===== config.mk =====
export PLATFORM = sky130hd
export DESIGN_NAME = sect_cache
export DESIGN_NICKNAME = d
export VERILOG_FILES = /design/src/rtl/sc_pkg.sv /design/src/rtl/sc_pick.sv /design/src/rtl/sc_tag_store.sv /design/src/rtl/sc_data_store.sv /design/src/rtl/sect_cache.sv
export SDC_FILE = /design/constraint.sdc
export NUM_CORES = 1
export LEC_CHECK = 0
export BUFFER_PORTS_ARGS = -buffer_cell sky130_fd_sc_hd__buf_2
export CORE_ASPECT_RATIO = 0.7
export CORE_UTILIZATION = 25
export DETAILED_ROUTE_END_ITERATION = 10
export GPL_TIMING_DRIVEN = 0
export PLACE_DENSITY_LB_ADDON = 0.15
export SLEW_MARGIN = 20
export SYNTH_ARGS = -nofsm -noshare
export SYNTH_HDL_FRONTEND = slang
export SYNTH_SLANG_ARGS = --single-unit

===== constraint.sdc =====
create_clock -name clk -period 12.4 [get_ports clk]
set_input_delay 0 -clock clk [delete_from_list [all_inputs] [get_ports clk]]
set_output_delay 0 -clock clk [all_outputs]
set_load 0.02 [all_outputs]

===== src/rtl/sc_pkg.sv =====
package sc_pkg;
    localparam int WAYS = 2;

    typedef enum logic [2:0] {
        ST_LOOK,
        ST_WBACK,
        ST_CLAIM,
        ST_FILL,
        ST_ALLOC
    } sc_state_e;
endpackage


===== src/rtl/sc_pick.sv =====
// Lowest-set-bit finder, used to order the write-back of dirty sectors.
module sc_pick #(
    parameter int N = 2,
    localparam int IDX_W = (N > 1) ? $clog2(N) : 1
) (
    input  logic [N-1:0]     bits_i,
    output logic             any_o,
    output logic [IDX_W-1:0] idx_o
);
    always_comb begin
        idx_o = '0;
        for (int i = N - 1; i >= 0; i--) begin
            if (bits_i[i]) idx_o = IDX_W'(i);
        end
    end
    assign any_o = |bits_i;
endmodule


===== src/rtl/sc_tag_store.sv =====
// Per-set, per-way tag plus per-sector valid/dirty flags and one LRU bit per set.
module sc_tag_store #(
    parameter int TAG_W = 3,
    parameter int SET_W = 2,
    parameter int SEC_W = 1,
    localparam int SETS = 1 << SET_W,
    localparam int SECS = 1 << SEC_W
) (
    input  logic                       clk,
    input  logic                       rst_n,
    input  logic [SET_W-1:0]           set_i,
    input  logic                       way_i,
    input  logic [SEC_W-1:0]           sec_i,
    input  logic                       claim_i,
    input  logic [TAG_W-1:0]           tag_i,
    input  logic                       set_vld_i,
    input  logic                       set_drt_i,
    input  logic                       clr_drt_i,
    input  logic [SEC_W-1:0]           clr_sec_i,
    input  logic                       touch_i,
    output logic [1:0][TAG_W-1:0]      tag_o,
    output logic [1:0][SECS-1:0]       vld_o,
    output logic [1:0][SECS-1:0]       drt_o,
    output logic                       lru_o
);
    logic [TAG_W-1:0] tag_q [SETS][2];
    logic [SECS-1:0]  vld_q [SETS][2];
    logic [SECS-1:0]  drt_q [SETS][2];
    logic [SETS-1:0]  lru_q;

    always_ff @(posedge clk) begin
        if (!rst_n) begin
            for (int s = 0; s < SETS; s++) begin
                for (int w = 0; w < 2; w++) begin
                    tag_q[s][w] <= '0;
                    vld_q[s][w] <= '0;
                    drt_q[s][w] <= '0;
                end
            end
            lru_q <= '0;
        end else begin
            if (claim_i) begin
                tag_q[set_i][way_i] <= tag_i;
                vld_q[set_i][way_i] <= '0;
                drt_q[set_i][way_i] <= '0;
            end
            if (set_vld_i) vld_q[set_i][way_i][sec_i] <= 1'b1;
            if (set_drt_i) drt_q[set_i][way_i][sec_i] <= 1'b1;
            if (clr_drt_i) drt_q[set_i][way_i][clr_sec_i] <= 1'b0;
            if (touch_i)   lru_q[set_i] <= ~way_i;
        end
    end

    for (genvar w = 0; w < 2; w++) begin : g_way
        assign tag_o[w] = tag_q[set_i][w];
        assign vld_o[w] = vld_q[set_i][w];
        assign drt_o[w] = drt_q[set_i][w];
    end
    assign lru_o = lru_q[set_i];
endmodule


===== src/rtl/sc_data_store.sv =====
// Sector data array: port A reads both ways of one sector, port B one way's chosen sector.
module sc_data_store #(
    parameter int SET_W  = 2,
    parameter int SEC_W  = 1,
    parameter int DATA_W = 32,
    localparam int IDX_W = SET_W + 1 + SEC_W,
    localparam int DEPTH = 1 << IDX_W
) (
    input  logic                    clk,
    input  logic [SET_W-1:0]        set_i,
    input  logic                    we_i,
    input  logic                    wway_i,
    input  logic [SEC_W-1:0]        wsec_i,
    input  logic [DATA_W-1:0]       wdata_i,
    input  logic [SEC_W-1:0]        sec_a_i,
    output logic [1:0][DATA_W-1:0]  rd_a_o,
    input  logic                    way_b_i,
    input  logic [SEC_W-1:0]        sec_b_i,
    output logic [DATA_W-1:0]       rd_b_o
);
    logic [DATA_W-1:0] mem_q [DEPTH];

    always_ff @(posedge clk) begin
        if (we_i) mem_q[{set_i, wway_i, wsec_i}] <= wdata_i;
    end

    for (genvar w = 0; w < 2; w++) begin : g_rd
        assign rd_a_o[w] = mem_q[{set_i, 1'(w), sec_a_i}];
    end
    assign rd_b_o = mem_q[{set_i, way_b_i, sec_b_i}];
endmodule


===== src/rtl/sect_cache.sv =====
module sect_cache
    import sc_pkg::*;
#(
    parameter int TAG_W  = 3,
    parameter int SET_W  = 2,
    parameter int SEC_W  = 1,
    parameter int DATA_W = 32,
    parameter int CNT_W  = 16,
    localparam int BYTE_W = $clog2(DATA_W / 8),
    localparam int ADDR_W = TAG_W + SET_W + SEC_W + BYTE_W
) (
    input  logic              clk,
    input  logic              rst_n,
    input  logic              cpu_valid,
    output logic              cpu_ready,
    input  logic              cpu_we,
    input  logic [ADDR_W-1:0] cpu_addr,
    input  logic [DATA_W-1:0] cpu_wdata,
    output logic [DATA_W-1:0] cpu_rdata,
    output logic              cpu_hit,
    output logic              mem_req,
    output logic              mem_we,
    output logic [ADDR_W-1:0] mem_addr,
    output logic [DATA_W-1:0] mem_wdata,
    input  logic [DATA_W-1:0] mem_rdata,
    input  logic              mem_ack,
    output logic [CNT_W-1:0]  hit_count,
    output logic [CNT_W-1:0]  miss_count
);
    localparam int SECS = 1 << SEC_W;

    // address fields
    logic [TAG_W-1:0] a_tag;
    logic [SET_W-1:0] a_set;
    logic [SEC_W-1:0] a_sec;
    logic             unused_byte;
    assign a_tag = cpu_addr[ADDR_W-1 -: TAG_W];
    assign a_set = cpu_addr[BYTE_W+SEC_W +: SET_W];
    assign a_sec = cpu_addr[BYTE_W +: SEC_W];
    assign unused_byte = ^cpu_addr[BYTE_W-1:0];

    sc_state_e state, nxt;
    logic      tgt_way, missed_q;

    // tag store wires
    logic [1:0][TAG_W-1:0] tag_v;
    logic [1:0][SECS-1:0]  vld_v, drt_v;
    logic                  lru_b;
    logic                  ts_way, ts_claim, ts_vld, ts_drt, ts_clr, ts_touch;

    // data store wires
    logic [1:0][DATA_W-1:0] rd_a;
    logic [DATA_W-1:0]      rd_b, ds_wdata;
    logic                   ds_we;

    // lookup
    logic [1:0] match, sec_hit, busy;
    logic       lookup_hit, hit_way, match_any, match_way, victim;
    logic       dirty_any, miss_event;
    logic [SEC_W-1:0] dsec;

    for (genvar w = 0; w < 2; w++) begin : g_cmp
        assign busy[w]    = |vld_v[w];
        assign match[w]   = busy[w] && (tag_v[w] == a_tag);
        assign sec_hit[w] = match[w] && vld_v[w][a_sec];
    end
    assign lookup_hit = |sec_hit;
    assign hit_way    = sec_hit[1];
    assign match_any  = |match;
    assign match_way  = match[1];
    assign victim     = !busy[0] ? 1'b0 : (!busy[1] ? 1'b1 : lru_b);
    assign miss_event = (state == ST_LOOK) && cpu_valid && !lookup_hit;

    sc_tag_store #(.TAG_W(TAG_W), .SET_W(SET_W), .SEC_W(SEC_W)) u_tags (
        .clk(clk), .rst_n(rst_n), .set_i(a_set), .way_i(ts_way), .sec_i(a_sec),
        .claim_i(ts_claim), .tag_i(a_tag), .set_vld_i(ts_vld), .set_drt_i(ts_drt),
        .clr_drt_i(ts_clr), .clr_sec_i(dsec), .touch_i(ts_touch),
        .tag_o(tag_v), .vld_o(vld_v), .drt_o(drt_v), .lru_o(lru_b)
    );

    sc_data_store #(.SET_W(SET_W), .SEC_W(SEC_W), .DATA_W(DATA_W)) u_data (
        .clk(clk), .set_i(a_set), .we_i(ds_we), .wway_i(ts_way), .wsec_i(a_sec),
        .wdata_i(ds_wdata), .sec_a_i(a_sec), .rd_a_o(rd_a),
        .way_b_i(tgt_way), .sec_b_i(dsec), .rd_b_o(rd_b)
    );

    sc_pick #(.N(SECS)) u_dpick (
        .bits_i(drt_v[tgt_way]), .any_o(dirty_any), .idx_o(dsec)
    );

    // state register
    always_ff @(posedge clk) begin
        if (!rst_n) state <= ST_LOOK;
        else        state <= nxt;
    end

    // miss bookkeeping and counters
    always_ff @(posedge clk) begin
        if (!rst_n) begin
            tgt_way    <= 1'b0;
            missed_q   <= 1'b0;
            hit_count  <= '0;
            miss_count <= '0;
        end else begin
            if (miss_event) begin
                tgt_way  <= match_any ? match_way : victim;
                missed_q <= 1'b1;
                if (!missed_q) miss_count <= miss_count + 1'b1;
            end
            if (cpu_ready) begin
                missed_q <= 1'b0;
                if (!missed_q) hit_count <= hit_count + 1'b1;
            end
        end
    end

    // next state
    always_comb begin
        nxt = state;
        unique case (state)
            ST_LOOK: begin
                if (miss_event) begin
                    if (match_any)                nxt = cpu_we ? ST_ALLOC : ST_FILL;
                    else if (|drt_v[victim])      nxt = ST_WBACK;
                    else                          nxt = ST_CLAIM;
                end
            end
            ST_WBACK: if (!dirty_any) nxt = ST_CLAIM;
            ST_CLAIM: nxt = cpu_we ? ST_ALLOC : ST_FILL;
            ST_FILL:  if (mem_ack) nxt = ST_LOOK;
            ST_ALLOC: nxt = ST_LOOK;
            default:  nxt = ST_LOOK;
        endcase
    end

    // outputs and store controls
    always_comb begin
        cpu_ready = 1'b0;
        mem_req   = 1'b0;
        mem_we    = 1'b0;
        mem_addr  = {a_tag, a_set, a_sec, {BYTE_W{1'b0}}};
        ts_way    = tgt_way;
        ts_claim  = 1'b0;
        ts_vld    = 1'b0;
        ts_drt    = 1'b0;
        ts_clr    = 1'b0;
        ts_touch  = 1'b0;
        ds_we     = 1'b0;
        ds_wdata  = cpu_wdata;
        unique case (state)
            ST_LOOK: begin
                ts_way    = hit_way;
                cpu_ready = cpu_valid && lookup_hit;
                ts_touch  = cpu_ready;
                ds_we     = cpu_ready && cpu_we;
                ts_drt    = cpu_ready && cpu_we;
            end
            ST_WBACK: begin
                mem_req  = dirty_any;
                mem_we   = 1'b1;
                mem_addr = {tag_v[tgt_way], a_set, dsec, {BYTE_W{1'b0}}};
                ts_clr   = dirty_any && mem_ack;
            end
            ST_CLAIM: ts_claim = 1'b1;
            ST_FILL: begin
                mem_req  = 1'b1;
                ds_wdata = mem_rdata;
                ds_we    = mem_ack;
                ts_vld   = mem_ack;
            end
            ST_ALLOC: ts_vld = 1'b1;
            default: ;
        endcase
    end

    assign mem_wdata = rd_b;
    assign cpu_rdata = rd_a[hit_way];
    assign cpu_hit   = cpu_ready && !missed_q;
endmodule


==> summary.md, run 1 <==
| Metric | Value |
|---|---|
| Status | complete, no violations |
| DP HPWL | 82600 microns |
| Mapped Avg Cell Area | 14.9 sq um |
| I/O pin total | 185 |
| Final hold vios | 0 |
| Number of CTS-inserted buffers | 69 |
| Post-route ant nets | 0 |
| Skew-Pair Late Insertion Delay | 0.65 ns |
| Worst min path class | in -> out |
| Family with the most delay on the worst path | buffers and inverters |
| Crit start category | register |
| RSZ-0062 raised after global routing | false |
| Clk_skew | 0.0215 ns |
| CTS tree | done |
| Post-synthesis sequential area ratio | 60.8% |
| NumNets Final | 2467 |
| Largest net degree at the start of global routing | 17 |
| Die X | 412 microns |
| Fin Setup TNS | 0 ns |
| DRT iter0 DRCs | 2114 |
| Final setup viols | 0 |
| Pwr per Cell Area | 150 nW/um^2 |
| CP Buf/Inv Count | 4 |
| Min-delay src | cpu_addr[3] |
| Worst EP required | 12.40 ns |
| Gr usage total | 18.9% |
| Max-slew violation count | 0 |
| Hold path cells | 2 |
| Worst Path Max Fanout | 10 |
| DR vias | 20705 |
| Most used cell, CP | clkbuf_1 |
| R2r setup slk | 7.70 ns |
| Netlist Area Pre-Place | 29400 sq um |
| Hold-fix buffers, CTS | 75 |
| Root buf cell | clkbuf_16 |
| Leak pwr | 12.0 nW |
| Ys async rst share | 0% |
| Initial cell density of the core | 25.4% |
| Sw Share | 29.2% |
| Cell variety after synth | 60 |
| Routed WL | 114000 microns |
| Comb pwr share | 19.1% |
| Port Buffers | 178 |
| Sequential fraction of design power | 42.9% |
| Rel. slew slack | 23.2% |
| Core region area | 116000 sq um |
| CTS Buffer Depth | 3 |
| Sw power | 1.58 mW |
| Worst-case reg-to-reg path depth | 10 |
| Mapped Cells | 1972 |
| Arr. time, crit path | 5.15 ns |
| Post-synth EDFFs | 568 |
| WS Path Type | reg -> out |
| Max VDD drop | 0.0000836 V |
| Drt pass-1 iters | 5 |
| Dominant synthesized flop cell | edfxtp_1 |
| Inserted Diodes | 0 |
| Die height | 289 microns |
| Yosys reg bits | 609 |
| RR Endpoint | u_data.mem_q[4][15]$_DFFE_PP_ |
| Routed WL per cell | 28.7 microns |
| First-pass GRT wire length | 159000 microns |
| Clock-pin slew on the worst setup and hold paths | 0.06 ns |
| Num Clock Sinks | 609 |
| Number of global-route vias before repair | 20543 |
| Total global routing overflow | 0 |
| Maxcap violations | 0 |
| Via/cell ratio | 5.21 |
| Post-CTS Resized | 0 |
| Worst path slowest cell | nor4bb_2 |
| DIE AREA | 119000 sq um |
| Worst slew pin tran | 1.15 ns |
| Endpoint, Worst Hold | mem_addr[3] |
| Initial antenna violation count | 1 |
| Inst Count DP | 3779 |
| Fin cells | 3977 |
| RePlAce Congestion | 0.832 |
| H-Tree Depth | 3 |
| # rows | 104 |
| Min Tclk post-route | 5.15 ns |
| Int Power | 3.82 mW |
| Tcrit/Tclk final | 41.6% |
| Share of layout cells above drive strength 1 | 28.1% |
| Fmax achieved | 0.194 GHz |
| Setup crit end kind | output port |
| CP Cell Sequence | clkbuf_1 -> mux2i_4 -> clkbuf_1 -> clkbuf_1 -> and3_1 -> a211oi_1 -> a31oi_1 -> nor4bb_2 -> buf_2 |
| Worst R2R Start | u_tags.tag_q[3][1]$_SDFFCE_PN0P_ |
| Clock power share | 38.0% |
| # DRC | 0 |
| Setup bufs post-CTS | 0 |
| Ys Warns | 0 |
| CP max stage delay | 0.77 ns |
| Synthesis-to-layout area growth | 22.4% |
[power by group through the flow]
stage	Combinational, mW	Sequential [mW]	Clock [mW]
floorplan	0.592	2.36	0
global placement	0.995	2.36	0
detailed placement	1.01	2.36	0
CTS	1.04	2.32	2.09
global route	1.09	2.32	2.16
finish	1.03	2.32	2.05
[metrics by stage]
step / worst slack, ns / hold WS, ns / utilization (%) / instance area [sq um] / power, mW
4_1_cts: 7.34 / 0.221 / 31.1 / 36000 / 5.45
2_1_floorplan: 7.58 / 0.113 / - / 29400 / 2.95
6_report: 7.25 / 0.218 / 31.1 / 36000 / 5.40
3_3_place_gp: 2.17 / 0.221 / 27.8 / 32200 / 3.36
3_5_place_dp: 7.74 / 0.221 / 28.5 / 33100 / 3.37
5_1_grt: 7.23 / 0.229 / 31.1 / 36000 / 5.58
[cell families after synthesis]
family,Yosys count,share of synthesized area [%]
XOR/XNOR,9,0.268
AO/OA/AOI/OAI,327,7.07
multiplexers,286,18.9
adder cells (fa/ha/maj),2,0.0851
flip-flops,609,60.8
buffers and inverters,180,2.88
other,1,0.0127
AND/OR/NAND/NOR,558,9.98
[layout make-up]
class                      count  area, sq um
multi-input combinational   1184        10800
timing repair buffer         344         2350
buffer                       165          816
clock buffer                  87         1830
fill                       11543        79800
sequential                   609        17900
inverter                      15         56.3
tap                         1537         1920
clock inverter                36          365
[cell usage after synthesis (3+ instances only)]
cell type	number	share of area, %
mux4_1	11	0.98
mux4_2	197	15
o211ai_1	6	0.15
a31oi_1	68	1.4
edfxtp_1	568	58
nor2b_1	36	0.77
nor3_1	22	0.37
o21ai_1	8	0.14
a21oi_1	80	1.4
o31ai_1	13	0.33
and3_1	67	1.4
nand2_1	161	2.1
nand4_1	7	0.15
inv_1	15	0.19
xor2_1	5	0.15
nor2_1	152	1.9
nor3b_1	3	0.077
or3_1	25	0.53
or2_2	3	0.064
or4_1	11	0.28
mux2_2	33	1.3
and2_1	4	0.085
dfxtp_1	41	2.8
and4_1	6	0.18
nor4bb_2	7	0.39
and4bb_1	25	1.1
mux2i_1	43	1.5
a21boi_0	3	0.077
buf_12	5	0.34
a211oi_1	100	2.6
nand3_1	16	0.27
buf_1	22	0.28
buf_6	3	0.11
clkbuf_1	111	1.4
xnor2_1	4	0.12
buf_4	11	0.28
nand2b_1	7	0.15
o21ai_0	37	0.63
buf_2	12	0.20
[worst max-delay path by stage]
stage	startpoint	end	slack [ns]	cells past startpoint
floorplan	u_tags.tag_q[3][1]$_SDFFCE_PN0P_	u_data.mem_q[11][0]$_DFFE_PP_	7.58	7
CTS	tgt_way$_SDFFE_PN0P_	mem_wdata[30]	7.34	9
finish	tgt_way$_SDFFE_PN0P_	mem_wdata[30]	7.25	9
global route	tgt_way$_SDFFE_PN0P_	mem_wdata[30]	7.23	9
global placement	u_tags.tag_q[3][2]$_SDFFCE_PN0P_	u_data.mem_q[0][10]$_DFFE_PP_	2.17	7
detailed placement	u_tags.tag_q[3][1]$_SDFFCE_PN0P_	u_data.mem_q[4][17]$_DFFE_PP_	7.74	10
[placed cells by master, fill, tap and decap left out, types with 8 or more instances in the layout]
master,instances
o21ai_0,37
clkbuf_1,119
and3_1,67
a21oi_1,80
nand2_1,160
mux2_2,33
buf_2,201
buf_1,10
a31oi_1,68
mux2i_1,43
mux4_1,11
or4_1,11
mux4_2,197
inv_1,15
o31ai_1,13
nor2b_1,36
edfxtp_1,568
and4bb_1,25
buf_4,94
clkbuf_16,70
or3_1,25
dlygate4sd3_1,75
nor2_1,152
a211oi_1,100
clkbuf_2,9
o21ai_1,8
nor4bb_2,8
nor3_2,16
buf_6,11
dfxtp_1,41
clkinv_2,17
nand3_1,16
[registers in the layout, summed over array words and instances (netlist names)]
| signal | cells |
|---|---|
| missed_q | 1 |
| miss_count | 16 |
| state | 3 |
| u_tags.drt_q | 16 |
| tgt_way | 1 |
| u_tags.tag_q | 24 |
| u_data.mem_q | 512 |
| u_tags.vld_q | 16 |
| u_tags.lru_q | 4 |
| hit_count | 16 |
[metal layers]
| metal | up-vias | part of all wire, % | GRT usage (%) |
|---|---|---|---|
| met5 | - | 0 | 0 |
| met1 | 10943 | 47 | 28.2 |
| li1 | 8768 | - | - |
| met3 | 144 | 7.5 | 4.13 |
| met2 | 850 | 43 | 28.0 |
| met4 | 0 | 2.0 | 4.08 |
Power figures use the tool's default switching activity.
==> run 2: changes to the inputs <==
- clock period: 12.4 -> 4.4 ns (I/O delays scaled with it)
==> summary.md, run 2 (synthesized netlist as in run 1, its figures left out) <==
| Metric | Value |
|---|---|
| DP HPWL | 82100 microns (-0.63%) |
| Num Clock Sinks | 609 (unchanged) |
| Worst Path Max Fanout | 10 (unchanged) |
| CTS tree | done |
| Fmax achieved | 0.238 GHz |
| Number of global-route vias before repair | 20487 (-0.27%) |
| # DRC | 0 (unchanged) |
| Core region area | 116000 sq um (unchanged) |
| DIE AREA | 119000 sq um (unchanged) |
| Pwr per Cell Area | 417 nW/um^2 (+180%) |
| Clk_skew | 0.0464 ns (+0.0249 ns) |
| CTS Buffer Depth | 3 (unchanged) |
| Drt pass-1 iters | 5 (unchanged) |
| RePlAce Congestion | 0.825 (-0.87%) |
| First-pass GRT wire length | 159000 microns (+0.24%) |
| Most common cell after layout, fill and taps aside | edfxtp_1 |
| Worst slew pin tran | 1.25 ns (+0.0935 ns) |
| Die X | 412 microns (unchanged) |
| Routed WL | 114000 microns (about the same) |
| Biggest register | u_data.mem_q |
| R2r setup slk | 0.27 ns (-7.43 ns) |
| Arr. time, crit path | 4.21 ns (-0.94 ns) |
| Worst EP required | 4.40 ns (-8.00 ns) |
| Total global routing overflow | 0 (unchanged) |
| Synthesis-to-layout area growth | 22.6% |
| WS Path Type | reg -> out |
| Largest regs | u_data.mem_q: 512 flops, u_tags.tag_q: 24 flops |
| Most frequent cells in the layout | edfxtp_1, buf_2, mux4_2 |
| Leak pwr | 12.0 nW (about the same) |
| Place WS | -0.0338 ns (-7.77 ns) |
| Fillers | 11575 (+0.28%) |
| Skew-Pair Late Insertion Delay | 0.68 ns (+0.03 ns) |
| Share of layout cells above drive strength 1 | 27.7% (-0.38 points) |
| Final setup viols | 0 (unchanged) |
| DR vias | 20691 (-0.068%) |
| Clock-pin slew on the worst setup and hold paths | 0.06 ns (about the same) |
| Maxcap violations | 0 (unchanged) |
| Rel. slew slack | 17.0% (-6.2 points) |
| Setup bufs post-CTS | 0 (unchanged) |
| Port Buffers | 178 (unchanged) |
| Largest net degree at the start of global routing | 17 (unchanged) |
| Worst min path class | in -> out |
| RSZ-0062 raised after global routing | false |
| # rows | 104 (unchanged) |
| Final hold vios | 0 (unchanged) |
| Die height | 289 microns (unchanged) |
| Crit start category | register |
| Root buf cell | clkbuf_16 |
| Gr usage total | 19.0% (+0.039 points) |
| Routed WL per cell | 28.8 microns (+0.49%) |
| Min Tclk post-route | 4.21 ns |
| Initial cell density of the core | 25.4% (unchanged) |
| Tcrit/Tclk final | 95.7% |
| Max VDD drop | 0.000240 V (+190%) |
| Max reg flops | 512 (unchanged) |
| NumNets Final | 2451 (-0.65%) |
| Max-slew violation count | 0 (unchanged) |
| Setup crit end kind | output port |
| Post-layout power | 15.0 mW (+180%) |
| Post-route ant nets | 0 (unchanged) |
| Register Area | 17900 sq um (about the same) |
| I/O pin total | 185 (unchanged) |
| Initial antenna violation count | 1 (unchanged) |
| Status | complete, no violations |
| Area of the multi-input gates | 10900 sq um (+0.68%) |
| Via/cell ratio | 5.23 (+0.44%) |
| H-Tree Depth | 3 (unchanged) |
| Setup WS post-layout | 0.190 ns (-7.06 ns) |
| DRT iter0 DRCs | 2280 (+7.9%) |
| Number of CTS-inserted buffers | 70 (+1.4%) |
-- run 2: critical path, stage by stage, from the launching register on --
cell and delay [ns]:
edfxtp_1 0.37, mux4_2 0.52, mux2_4 0.32, nand2_1 0.10, buf_2 0.27, clkbuf_1 0.85, nand2_1 0.12, a31oi_1 0.23
nor4bb_4 0.49, buf_2 0.27
-- run 2: final timing paths --
| check | depth (start not counted) | end | start |
|---|---|---|---|
| setup reg to reg | 10 | u_data.mem_q[0][15]$_DFFE_PP_ | u_tags.tag_q[3][1]$_SDFFCE_PN0P_ |
| hold reg to reg | 2 | hit_count[15]$_SDFFE_PN0P_ | hit_count[15]$_SDFFE_PN0P_ |
| hold / removal | 2 | mem_addr[3] | cpu_addr[3] |
| setup / recovery | 9 | mem_wdata[30] | u_tags.drt_q[2][1]$_SDFFCE_PN0P_ |
-- run 2: area by class of cell --
type,instances,area share [%]
Multi-Input combinational cell,1184,30.1
Antenna cell,1,0.00694
Sequential cell,609,49.6
Tap cell,1537,5.33
Timing Repair Buffer,329,6.72
Clock buffer,89,5.12
Inverter,15,0.156
Buffer,163,2.26
Clock inverter,30,0.701
-- run 2: repair_timing --
item                                   in CTS  in global routing
gates resized for setup                     5                  8
hold buffers                               74                  0
endpoints found under the hold margin     549                  0
setup endpoints to repair                  48                 23
-- run 2: where the power goes --
group | internal [mW] | total, mW | leakage [nW] | switching [mW]
Clock | 3.10 | 5.59 | 1.03 | 2.49
Combinational | 0.989 | 2.92 | 5.47 | 1.93
Sequential | 6.49 | 6.54 | 5.50 | 0.0480
Total | 10.6 | 15.0 | 12.0 | 4.47
-- run 2: per-stage QoR --
step	util (%)	area, sq um	setup TNS (ns)	cells	hold WS [ns]
after floorplan	-	29500	-86.38	1973	0.113
after global placement	27.9	32300	-1821.92	3688	0.221
after global routing	31.1	36000	0	3956	0.225
final	31.1	36000	0	3957	0.219
after CTS	31.1	36000	0	3957	0.221
after detailed placement	28.6	33200	-0.408	3765	0.221
-- run 2: layer usage --
metal	wire length [microns]	GRT usage [%]	part of all wire (%)
met2	48900	27.6	43
met4	2680	4.96	2.4
met3	9290	4.22	8.1
met1	53100	28.2	47
met5	72	0.392	0.063
